**src/rtl/rtd_pkg.sv**
```systemverilog
// Package: shared widths and the command field layout for the decoder.
// Assumes a 16-bit command word with a 5-bit address field on top.
package rtd_pkg;
    localparam int FLD_W    = 5;
    localparam int CMD_W    = 16;
    localparam int LOW_W    = 11;
    localparam logic [FLD_W-1:0] BCAST_ADDR = '1;
    localparam logic [FLD_W-1:0] MODE_SA_LO = '0;
    localparam logic [FLD_W-1:0] MODE_SA_HI = '1;

    typedef struct packed {
        logic [FLD_W-1:0] rt;
        logic             tr;
        logic [FLD_W-1:0] sa;
        logic [FLD_W-1:0] wc;
    } cmd_fields_t;

    typedef struct packed {
        logic             match;
        logic             bcast;
        logic             mode;
        logic             bad;
        logic             tr;
    } cmd_dec_t;
endpackage

```
**src/rtl/rtd_addr_latch.sv**
```systemverilog
// Holds the terminal address. Loads from the pins on a load pulse or
// whenever the enable is low. Assumes synchronous active-low reset.
module rtd_addr_latch #(
    parameter int W = rtd_pkg::FLD_W
) (
    input  logic         clk,
    input  logic         rst_n,
    input  logic [W-1:0] addr_in,
    input  logic         load,
    input  logic         en,
    output logic [W-1:0] own_addr
);
    // Capture the pin address when loaded or transparent.
    always_ff @(posedge clk) begin
        if (!rst_n)
            own_addr <= '0;
        else if (load || !en)
            own_addr <= addr_in;
    end
endmodule

```
**src/rtl/rtd_field_decode.sv**
```systemverilog
// Combinational decode of a command word against the held address.
// Produces match, broadcast, mode and illegal flags. Assumes the
// command layout in rtd_pkg.
module rtd_field_decode
    import rtd_pkg::*;
(
    input  logic [CMD_W-1:0] cmd_word,
    input  logic [FLD_W-1:0] own_addr,
    input  logic             illegal_in,
    output cmd_dec_t         dec
);
    cmd_fields_t f;
    assign f = cmd_fields_t'(cmd_word);

    // Classify the word: addressed, broadcast, mode, illegal.
    always_comb begin
        dec.bcast = (f.rt == BCAST_ADDR);
        dec.match = dec.bcast || (f.rt == own_addr);
        dec.mode  = (f.sa == MODE_SA_LO) || (f.sa == MODE_SA_HI);
        dec.tr    = f.tr;
        dec.bad   = illegal_in || (dec.bcast && f.tr);
    end
endmodule

```
**src/rtl/rtd_state_regs.sv**
```systemverilog
// Registered decode state, updated on an accepted command. Also holds
// the sticky message error flag. Assumes dec is valid while cmd_valid is 1.
module rtd_state_regs
    import rtd_pkg::*;
(
    input  logic             clk,
    input  logic             rst_n,
    input  logic             cmd_valid,
    input  logic [LOW_W-1:0] cmd_low,
    input  logic             cmd_chan_a,
    input  logic             illegal_in,
    input  logic             seq_err,
    input  cmd_dec_t         dec,
    output logic [LOW_W-1:0] low_q,
    output logic             chan_q,
    output logic             ill_q,
    output logic             bcast_q,
    output logic             mode_q,
    output logic             err_q,
    output logic             xmit_n,
    output logic             rcv_n
);
    logic accept;
    assign accept = cmd_valid && dec.match;

    // Snapshot of the accepted command and its decode.
    always_ff @(posedge clk) begin
        if (!rst_n) begin
            low_q   <= '0;
            chan_q  <= 1'b0;
            ill_q   <= 1'b0;
            bcast_q <= 1'b0;
            mode_q  <= 1'b0;
            xmit_n  <= 1'b1;
            rcv_n   <= 1'b1;
        end else if (accept) begin
            low_q   <= cmd_low;
            chan_q  <= cmd_chan_a;
            ill_q   <= illegal_in;
            bcast_q <= dec.bcast;
            mode_q  <= dec.mode;
            xmit_n  <= !(dec.tr && !dec.bad);
            rcv_n   <= !(!dec.tr && !dec.bad);
        end
    end

    // Message error: recomputed on accept, sticky on sequence error.
    always_ff @(posedge clk) begin
        if (!rst_n)
            err_q <= 1'b0;
        else if (accept)
            err_q <= dec.bad || seq_err;
        else if (seq_err)
            err_q <= 1'b1;
    end
endmodule

```
**src/rtl/rt_cmd_decoder.sv**
```systemverilog
// Top: remote terminal command decoder. Accepts validated command words
// addressed to this terminal or broadcast, and presents registered decode
// outputs. Assumes upstream has already checked sync, Manchester coding and parity.
module rt_cmd_decoder
    import rtd_pkg::*;
(
    input  logic             clk,
    input  logic             rst_n,
    input  logic [4:0]       addr_in,
    input  logic             addr_load,
    input  logic             addr_en,
    input  logic             cmd_valid,
    input  logic [15:0]      cmd_word,
    input  logic             cmd_chan_a,
    input  logic             illegal_in,
    input  logic             seq_err,
    input  logic             sel_sa,
    output logic [4:0]       mcsa_out,
    output logic             mode_ind,
    output logic             chan_a_out,
    output logic             msg_err,
    output logic             xmit_n,
    output logic             rcv_n,
    output logic             bcast_n,
    output logic [15:0]      last_cmd
);
    logic [FLD_W-1:0] own_addr_q;
    cmd_dec_t         dec;
    logic [LOW_W-1:0] low_q;
    logic             chan_q, ill_q, bcast_q, mode_q, err_q;

    rtd_addr_latch #(.W(FLD_W)) u_addr (
        .clk(clk), .rst_n(rst_n), .addr_in(addr_in),
        .load(addr_load), .en(addr_en), .own_addr(own_addr_q)
    );

    rtd_field_decode u_dec (
        .cmd_word(cmd_word), .own_addr(own_addr_q),
        .illegal_in(illegal_in), .dec(dec)
    );

    rtd_state_regs u_regs (
        .clk(clk), .rst_n(rst_n), .cmd_valid(cmd_valid),
        .cmd_low(cmd_word[LOW_W-1:0]), .cmd_chan_a(cmd_chan_a),
        .illegal_in(illegal_in), .seq_err(seq_err), .dec(dec),
        .low_q(low_q), .chan_q(chan_q), .ill_q(ill_q), .bcast_q(bcast_q),
        .mode_q(mode_q), .err_q(err_q), .xmit_n(xmit_n), .rcv_n(rcv_n)
    );

    // Output mux and status packing.
    always_comb begin
        mcsa_out   = sel_sa ? low_q[2*FLD_W-1:FLD_W] : low_q[FLD_W-1:0];
        mode_ind   = !sel_sa && mode_q;
        chan_a_out = chan_q;
        msg_err    = err_q;
        bcast_n    = !bcast_q;
        last_cmd   = {err_q, ill_q, bcast_q, mode_q, chan_q, low_q};
    end
endmodule

```
**config.mk**
```make
export PLATFORM = sky130hd
export DESIGN_NAME = rt_cmd_decoder
export DESIGN_NICKNAME = d
export VERILOG_FILES = /design/src/rtl/rtd_pkg.sv /design/src/rtl/rtd_addr_latch.sv /design/src/rtl/rtd_field_decode.sv /design/src/rtl/rtd_state_regs.sv /design/src/rtl/rt_cmd_decoder.sv
export SDC_FILE = /design/constraint.sdc
export NUM_CORES = 1
export LEC_CHECK = 0
export BUFFER_PORTS_ARGS = -buffer_cell sky130_fd_sc_hd__buf_2
export CORE_UTILIZATION = 39
export CTS_BUF_LIST = sky130_fd_sc_hd__clkbuf_4 sky130_fd_sc_hd__clkbuf_8 sky130_fd_sc_hd__clkbuf_16
export DETAILED_ROUTE_END_ITERATION = 12
export PLACE_DENSITY = 0.72
export SETUP_SLACK_MARGIN = 0.02
export SLEW_MARGIN = 20
export SYNTH_ARGS = -nofsm -noshare
export SYNTH_HDL_FRONTEND = slang
export SYNTH_SLANG_ARGS = --single-unit
```
**constraint.sdc**
```tcl
create_clock -name clk -period 1.4 [get_ports clk]
set_input_delay 0.42 -clock clk [delete_from_list [all_inputs] [get_ports clk]]
set_output_delay 0.42 -clock clk [all_outputs]
set_load 0.005 [all_outputs]
```
Yosys cells after proc, flatten, opt, wreduce, memory -nomap -nowiden
Index checks and enable logic that the tools add are counted.
Cells by class
  equal/unequal tests: 3
  muxes and demuxes: 3
  reduce and logical (&&, ||, !) cells: 19
Operators by type and width (number)
  equality test 5 bit, second input constant: 2
  logical NOT 1 bit: 7
  equality test 5 bit: 1
  logical AND 1 bit: 5
  logical NOT 5 bit: 1
  logical OR 1 bit: 5
  two-way mux 5 bit: 1
  two-way mux 1 bit: 2
  nonzero test 2 bit: 1
Word-level totals
  flip-flop bits (word level): 23
  input port bits: 30
  output and inout port bits: 27
  logic and storage cells: 34

Logic depth before layout (Yosys ltp)
Gate-level depths: netlist (run 1).
  word-level depth: 6
  gate-level depth with buffers: 6
  mapped depth without buffers: 5

Hierarchy
A second synthesis (run 1) with hierarchy kept.
Second synthesis, totals
  cells, all modules: 131
  area total of the unflattened synthesis: 1232.4 um^2
By module, submodules not included
  rtd_state_regs: instances 1, cells each 80, area an instance 798.3 um^2, sequential area each 360.3 um^2
  rtd_addr_latch: instances 1, cells each 23, area an instance 217.7 um^2, sequential area each 100.1 um^2
  rtd_field_decode: instances 1, cells each 16, area an instance 110.1 um^2, sequential area each 0.0 um^2
  rt_cmd_decoder: instances 1, cells each 12, area an instance 106.4 um^2, sequential area each 0.0 um^2

Worst setup path before layout (run 1)
No wires, ideal clock.
  path type: input-to-reg
  start: in cmd_word[11]
  end: reg u_regs.chan_q
  library setup time: 0.116 ns
  arrival time: 1.282 ns
  data required time: 1.284 ns
  path slack: 0.002 ns
  stages on the path: 6
  path buffers: 1
  cell sequence: xnor2_1 > nand3_1 > o21ai_2 > buf_6 > mux2i_1 > nor2b_1
Between the ends
  word-level cells in the longest chain between the ends: 3
  elaborated cells on any way between the ends: 4
  those cells by class: 2 x eq/ne; 2 x reduce/logical
RTL lines
  start, declared: RTL line rt_cmd_decoder.sv:13  | input logic [15:0] cmd_word,
  equality test 5 bit (on tied branches): RTL line rtd_field_decode.sv:17, rtd_field_decode.sv:18
  logical OR 1 bit (*): RTL line rtd_field_decode.sv:18  | dec.match = dec.bcast || (f.rt == own_addr);
  logical AND 1 bit (*): RTL line rtd_state_regs.sv:24  | assign accept = cmd_valid && dec.match;
  end signal, assigned: RTL line rtd_state_regs.sv:38  | chan_q <= cmd_chan_a;
  end, declared: RTL line rtd_state_regs.sv:15  | output logic chan_q,
Mark *: on every way between the ends. The rest lies on a longest branch, timed or not.
A chain may end at the register's enable or synchronous reset.

Final worst setup path (run 1)
  start: reg u_addr.own_addr[1]
  end: reg u_regs.low_q[6]
Between the ends
  word-level cells in the longest chain between the ends: 3
RTL lines
  start, declared: RTL line rtd_addr_latch.sv:11  | output logic [W-1:0] own_addr
  start signal, assigned: RTL line rtd_addr_latch.sv:18  | own_addr <= addr_in;
  equality test 5 bit: RTL line rtd_field_decode.sv:18
  logical OR 1 bit: RTL line rtd_field_decode.sv:18
  logical AND 1 bit: RTL line rtd_state_regs.sv:24
  end signal, assigned: RTL line rtd_state_regs.sv:37  | low_q <= cmd_low;
  end, declared: RTL line rtd_state_regs.sv:14  | output logic [LOW_W-1:0] low_q,
Every way passes these cells.

==> impl_results.md, run 1 <==
* Result of the run: complete, but fails checks
* Failing checks: negative setup slack
* Max-slew violation count at 0
* Initial antenna violation count at 0
* IO Count at 57
* Period utilization at 1.08
* DR DRC count at 0
* Slew at the pin closest to its max-slew limit at around 0.33 ns
* Critical path cell sequence: xnor2_2, nand3_2, o21ai_4, clkbuf_16, mux2i_1, nor2b_1
* Worst Path Max Fanout at 5
* Final RePlAce weighted congestion at about 0.76
* Post-synthesis compound-gate area fraction at 0.0553
* Number of diodes at 0
* Class of the worst hold path: input port to flop
* Vias per inst at about 5.0
* Syn Inst Count at ~100
* Layout Utilization at 0.678
* Req. time, crit path at around 1.6 ns
* Leading cell types in the layout, fill and taps excluded: buf_2 (50), nor2b_1 (19), buf_4 (19)
* Starting Density at 0.427
* Avg Cell Area, Syn at roughly 10 um^2
* Port Buffers at 56
* Slowest-stage cell, CP: dfxtp_2
* Clock Sinks at 23
* First-pass detailed-route iteration total at 4
* Adder-Cell Fraction of Synth Area at 0
* TritonCTS buffer count at 3
* DRT Wirelength at roughly 3000 um
* Hold Slack at about 0.35 ns
* Slew headroom at 0.779
* Start-to-end type of the worst setup path: flop to flop
* Post-synthesis sequential area ratio at 0.424
* Grt peak-use layer: met2
* Mux contribution to synthesized area at 0.218
* Post-Syn Nets at between 100 and 150
* Area leader, netlist: dfxtp_1
* Area Overhead vs Synth at 58.9%
* CTS tree: built
* Gr usage total at 0.184
* Core Region at between 2000 and 3000 um^2
* First-pass GRT wire length at about 3900 um
* P_leak at just over 0.8 nW
* Iteration-0 DRC Markers at 9
* Num rows at 18
* Post-Synth Simple-Gate Area at 0.194
* Worst clock skew at 0.0118 ns
* GRT met2 Usage at 0.343
* WP data arrival at 1.72 ns
* CTS Buffer Depth at 2
* R2R depth at 6
* Synthesis Warnings at 0
* Met3 usage at 0.0611
* Critical path endpoint category: flop
* H-tree levels at 1
* Hpwl dp at about 1900 um
* Die Y at 54.8 um
* Largest family of logic cells by synthesized area: multiplexers
* Largest stage delay, worst path at roughly 0.36 ns
* Most common cell after layout, fill and taps aside: buf_2
* Minimum clock period at ~1.5 ns
* Area share of the leading cell type in the synthesized netlist at 0.424
* Die width at 54.8 um
* Pwr dens at about 720 nW/um^2
* #FFs+latches synth at 23
* Netlist cell types at 25
* Avg WL per Cell at approximately 14 um
* Max-cap violations at 0
* Clock transition at the registers of the reported paths at 0.14 ns
* Syn Std Cell Area at around 1100 um^2
* Vias in the first global route at approximately 900
* Hold path depth at 3
* Setup violations, final at 22
* Final WS setup at -0.108 ns
* RSZ-0062 raised after global routing: true
* GRT met1 Usage at 0.197
* Largest net degree at the start of global routing at 24
* Via count at between 1000 and 1500
* Nets@finish at between 200 and 250
* Area contributors post-synth: dfxtp_1 (42%), mux2i_1 (17%), nor2b_1 (11%), mux2_2 (5.2%), xnor2_1 (4.0%)
* Max Clock Freq at 663 MHz
* CTS root buf: clkbuf_4
* Clk_lat worst skew at 0.32 ns
* Routed Antenna Nets at 0
* Design Power at between 1 and 1.5 mW
* Worst IR Drop VDD at roughly 820 uV
* CP Launch Type: flop
* Die footprint at 3000 um^2
* Layout cells sized above 1 at 0.638
* Fin. Hold Viols at 0
* R2R setup slack at -0.11 ns
* Total gr overflow at 0
* Xor/xnor share of the synthesized area at 0.0403
worst max-delay path, delay by kind of cell (launching register included):
family	cells	cell delay, ns
buffers and inverters	1	0.21
muxes	1	0.20
xor gates and xnor gates	1	0.17
AOI/OAI and AO/OA	1	0.29
and+or+nand+nor	2	0.16
DFF	1	0.36
state kept, by name (all words and copies together), names as in the netlist:
name,cells
u_regs.rcv_n,1
u_regs.chan_q,1
u_regs.bcast_q,1
u_addr.own_addr,5
u_regs.low_q,11
u_regs.xmit_n,1
u_regs.ill_q,1
u_regs.mode_q,1
u_regs.err_q,1
cells in the mapped netlist (all sizes together):
cell,instances
a41oi,1
and4b,1
o211a,1
nand4,1
and3,2
and2,1
or4,1
nand3b,1
nand2b,1
o21ai,4
mux2i,18
buf,7
dfxtp,23
nor2,2
clkbuf,3
nor2b,19
nand3,4
inv,1
mux2,5
o311a,1
o211ai,1
xnor2,5
nor3b,1
cell type report:
cell class / instances / area (um^2)
fillers: 194 / 820
multi-input cells: 70 / 633
well taps: 30 / 37.5
clock buffers: 3 / 22.5
inverters: 1 / 3.75
clock inverters: 1 / 7.51
flip-flops and latches: 23 / 479
repair buffers: 79 / 542
layer usage:
layer,wire [um],vias up
met5,0,-
met4,25,0
met3,129,4
met2,1680,32
met1,1140,494
li1,-,499
per-stage QoR:
stage / instance area (um^2) / cells / TNS [ns] / worst slack [ns]
5_1_grt: 1730 / 207 / -2.71 / -0.167
4_1_cts: 1590 / 202 / -0.355 / -0.0689
6_report: 1730 / 207 / -1.42 / -0.108
3_5_place_dp: 1440 / 190 / -3.03 / -0.188
2_1_floorplan: 1100 / 104 / 0 / 0.0229
3_3_place_gp: 1440 / 190 / -2.04 / -0.129
logic make-up after synthesis:
group           Yosys count
compound gates            8
xor+xnor                  5
buf+inv                  11
flops                    23
mux                      23
simple gates             34
report_power, final:
group          internal, mW  leakage (nW)  switching [mW]  total, mW
registers             0.678         0.194          0.0171      0.695
logic                 0.140         0.618          0.0953      0.235
clock network         0.109        0.0139           0.210      0.319
total                 0.927         0.826           0.322       1.25
timing repair:
action / 4_1_cts / 5_1_grt
gates cloned: 0 / 3
hold buffers: 0 / 0
endpoints found under the hold margin: 0 / 0
gates resized for setup: 21 / 14
setup buffers: 8 / 2
setup endpoints to repair: 22 / 24
pin swaps: 1 / 6
path summary, 6_finish.rpt:
kind,start,end
worst max register to register,u_addr.own_addr[1],u_regs.low_q[6]
worst min register to register,u_regs.xmit_n,u_regs.xmit_n
worst min-delay path,addr_in[1],u_addr.own_addr[1]
worst max-delay path,u_addr.own_addr[1],u_regs.low_q[6]
Power figures use the tool's default switching activity.
==> run 2: changes to the inputs <==
Settings changed: CORE_UTILIZATION 39 to 44, PLACE_DENSITY 0.72 to 0.76.
Clock period 1.4 ns to 1.65 ns, I/O delays scaled along.
==> impl_results.md, run 2 (same netlist as run 1, synthesis figures left out) <==
* Clk_lat worst skew at 0.31 ns (was 0.32 ns)
* Flip-flop count of the largest register after layout at 11 (unchanged)
* Final WS setup at 0.0507 ns (was -0.108 ns)
* Hpwl dp at 1720 um (was 1900 um)
* Fin. Hold Viols at 0 (unchanged)
* Largest net degree at the start of global routing at 24 (unchanged)
* Initial antenna violation count at 0 (unchanged)
* Register area at 460 um^2 (was 479 um^2)
* Die footprint at 2670 um^2 (was 3000 um^2)
* Hold path depth at 3 (unchanged)
* RSZ-0062 raised after global routing: false (was true)
* Number of diodes at 0 (unchanged)
* Worst clock skew at 0.00501 ns (was 0.0118 ns)
* Reg with most FFs: u_regs.low_q (unchanged)
* DR DRC count at 0 (unchanged)
* Worst IR Drop VDD at 651 uV (was 817 uV)
* Port Buffers at 56 (unchanged)
* CP Launch Type: input port (was flop)
* Vias in the first global route at 849 (was 920)
* Leading cell types in the layout, fill and taps excluded: buf_2 (55), dfxtp_1 (23), nor2b_1 (19) (was buf_2 (50), nor2b_1 (19), buf_4 (19))
* P_leak at 0.666 nW (was 0.826 nW)
* Routed length on met3 at 101 um (was 129 um)
* Via count at 904 (was 1029)
* H-tree levels at 1 (unchanged)
* CTS Buffer Depth at 2 (unchanged)
* DRT Wirelength at 2180 um (was 2970 um)
* Largest stage delay, worst path at 0.33 ns (was 0.36 ns)
* Wl on met1 at 876 um (was 1140 um)
* Area Overhead vs Synth at 29.1% (was 58.9%)
* Clock Sinks at 23 (unchanged)
* Num rows at 17 (was 18)
* Critical path cell sequence: clkbuf_4, mux2_2, buf_2 (was xnor2_2, nand3_2, o21ai_4, clkbuf_16, mux2i_1, nor2b_1)
* IO Count at 57 (unchanged)
* Nets@finish at 189 (was 208)
* Layout cells sized above 1 at 0.443 (was 0.638)
* Metal2 WL at 1170 um (was 1680 um)
* Avg WL per Cell at 11.7 um (was 14.3 um)
* TritonCTS buffer count at 3 (unchanged)
* FILL cells at 207 (was 194)
* Gr usage total at 0.188 (was 0.184)
* Total gr overflow at 0 (unchanged)
* Final RePlAce weighted congestion at 0.795 (was 0.758)
* Die width at 51.7 um (was 54.8 um)
* Req. time, crit path at 1.15 ns (was 1.61 ns)
* Most common cell after layout, fill and taps aside: buf_2 (unchanged)
* Die Y at 51.7 um (was 54.8 um)
* Design Power at 0.982 mW (was 1.25 mW)
* Setup violations, final at 0 (was 22)
* Multi-input combinational cell area at 551 um^2 (was 633 um^2)
* Max-cap violations at 0 (unchanged)
* Final instance area at 1400 um^2 (was 1730 um^2)
* Worst Path Max Fanout at 6 (was 5)
* First-pass detailed-route iteration total at 4 (unchanged)
* Max Clock Freq at around 630 MHz
* Result of the run: complete, no violations (was complete, but fails checks)
* Slew at the pin closest to its max-slew limit at 0.319 ns (was 0.332 ns)
* Class of the worst hold path: input port to flop (unchanged)
* Vias per inst at 4.86 (was 4.97)
* Top Layer Used: met4 (unchanged)
* CTS root buf: clkbuf_4 (unchanged)
* Clock transition at the registers of the reported paths at 0.12 ns (was 0.14 ns)
* R2R depth at 6 (unchanged)
* Setup TNS at 0 ns (was -1.42 ns)
* Routed Antenna Nets at 0 (unchanged)
* Max-slew violation count at 0 (unchanged)
* Core Region at 2280 um^2 (was 2540 um^2)
* Slowest-stage cell, CP: mux2_2 (was dfxtp_2)
* Critical path endpoint category: output port (was flop)
* Slew headroom at 0.787 (was 0.779)
* Area after DPL at 1370 um^2 (was 1440 um^2)
* Iteration-0 DRC Markers at 4 (was 9)
* WP data arrival at 1.10 ns (was 1.72 ns)
* Hold Slack at 0.436 ns (was 0.347 ns)
* First-pass GRT wire length at 3620 um (was 3870 um)
* Starting Density at 0.477 (was 0.427)
* Period utilization at 0.969
* CTS tree: built (unchanged)
* Pwr dens at 700 nW/um^2 (was 724 nW/um^2)
* Setup WS pre-CTS at -0.0140 ns (was -0.188 ns)
* Start-to-end type of the worst setup path: input port to output port (was flop to flop)
* Minimum clock period at ~1.6 ns
* Biggest regs: u_regs.low_q x11, u_addr.own_addr x5 (unchanged)
-- run 2: per-layer routing --
metal | track usage | vias to the layer above
met5 | 0 | -
met4 | 0.0811 | 0
met3 | 0.0643 | 4
met2 | 0.340 | 24
met1 | 0.196 | 410
li1 | - | 466
-- run 2: cell type report --
cell class              instances  area share
inverters                       1     0.00268
flip-flops and latches         23       0.328
well taps                      28      0.0250
repair buffers                 60       0.232
clock buffers                   3      0.0161
clock inverters                 1     0.00357
multi-input cells              70       0.393
-- run 2: critical path: cells and delay by family --
| family | cells | cell delay [ns] |
|---|---|---|
| muxes | 1 | 0.33 |
| buffers and inverters | 2 | 0.28 |
-- run 2: metrics by stage --
step,instances,util
finish,186,0.616
global route,186,0.616
CTS,186,0.615
detailed placement,182,0.603
global placement,182,0.603
floorplan,104,-
-- run 2: final timing paths --
| check | startpoint | end | slack (ns) |
|---|---|---|---|
| max | sel_sa | mcsa_out[2] | 0.05 |
| min reg2reg | u_regs.rcv_n | u_regs.rcv_n | 0.52 |
| min | cmd_chan_a | u_regs.chan_q | 0.44 |
| max reg2reg | u_addr.own_addr[2] | u_regs.rcv_n | 0.25 |
-- run 2: where the power goes --
part           internal [mW]  total, mW  switching [mW]
Combinational         0.0835      0.144          0.0603
Clock                 0.0907      0.254           0.163
Sequential             0.573      0.584          0.0118
-- run 2: timing repair --
| action | 4_1_cts | 5_1_grt |
|---|---|---|
| hold buffers | 0 | 0 |
| setup buffers | 0 | 0 |
| resized for setup | 0 | 1 |
| setup endpoints to repair | 0 | 2 |
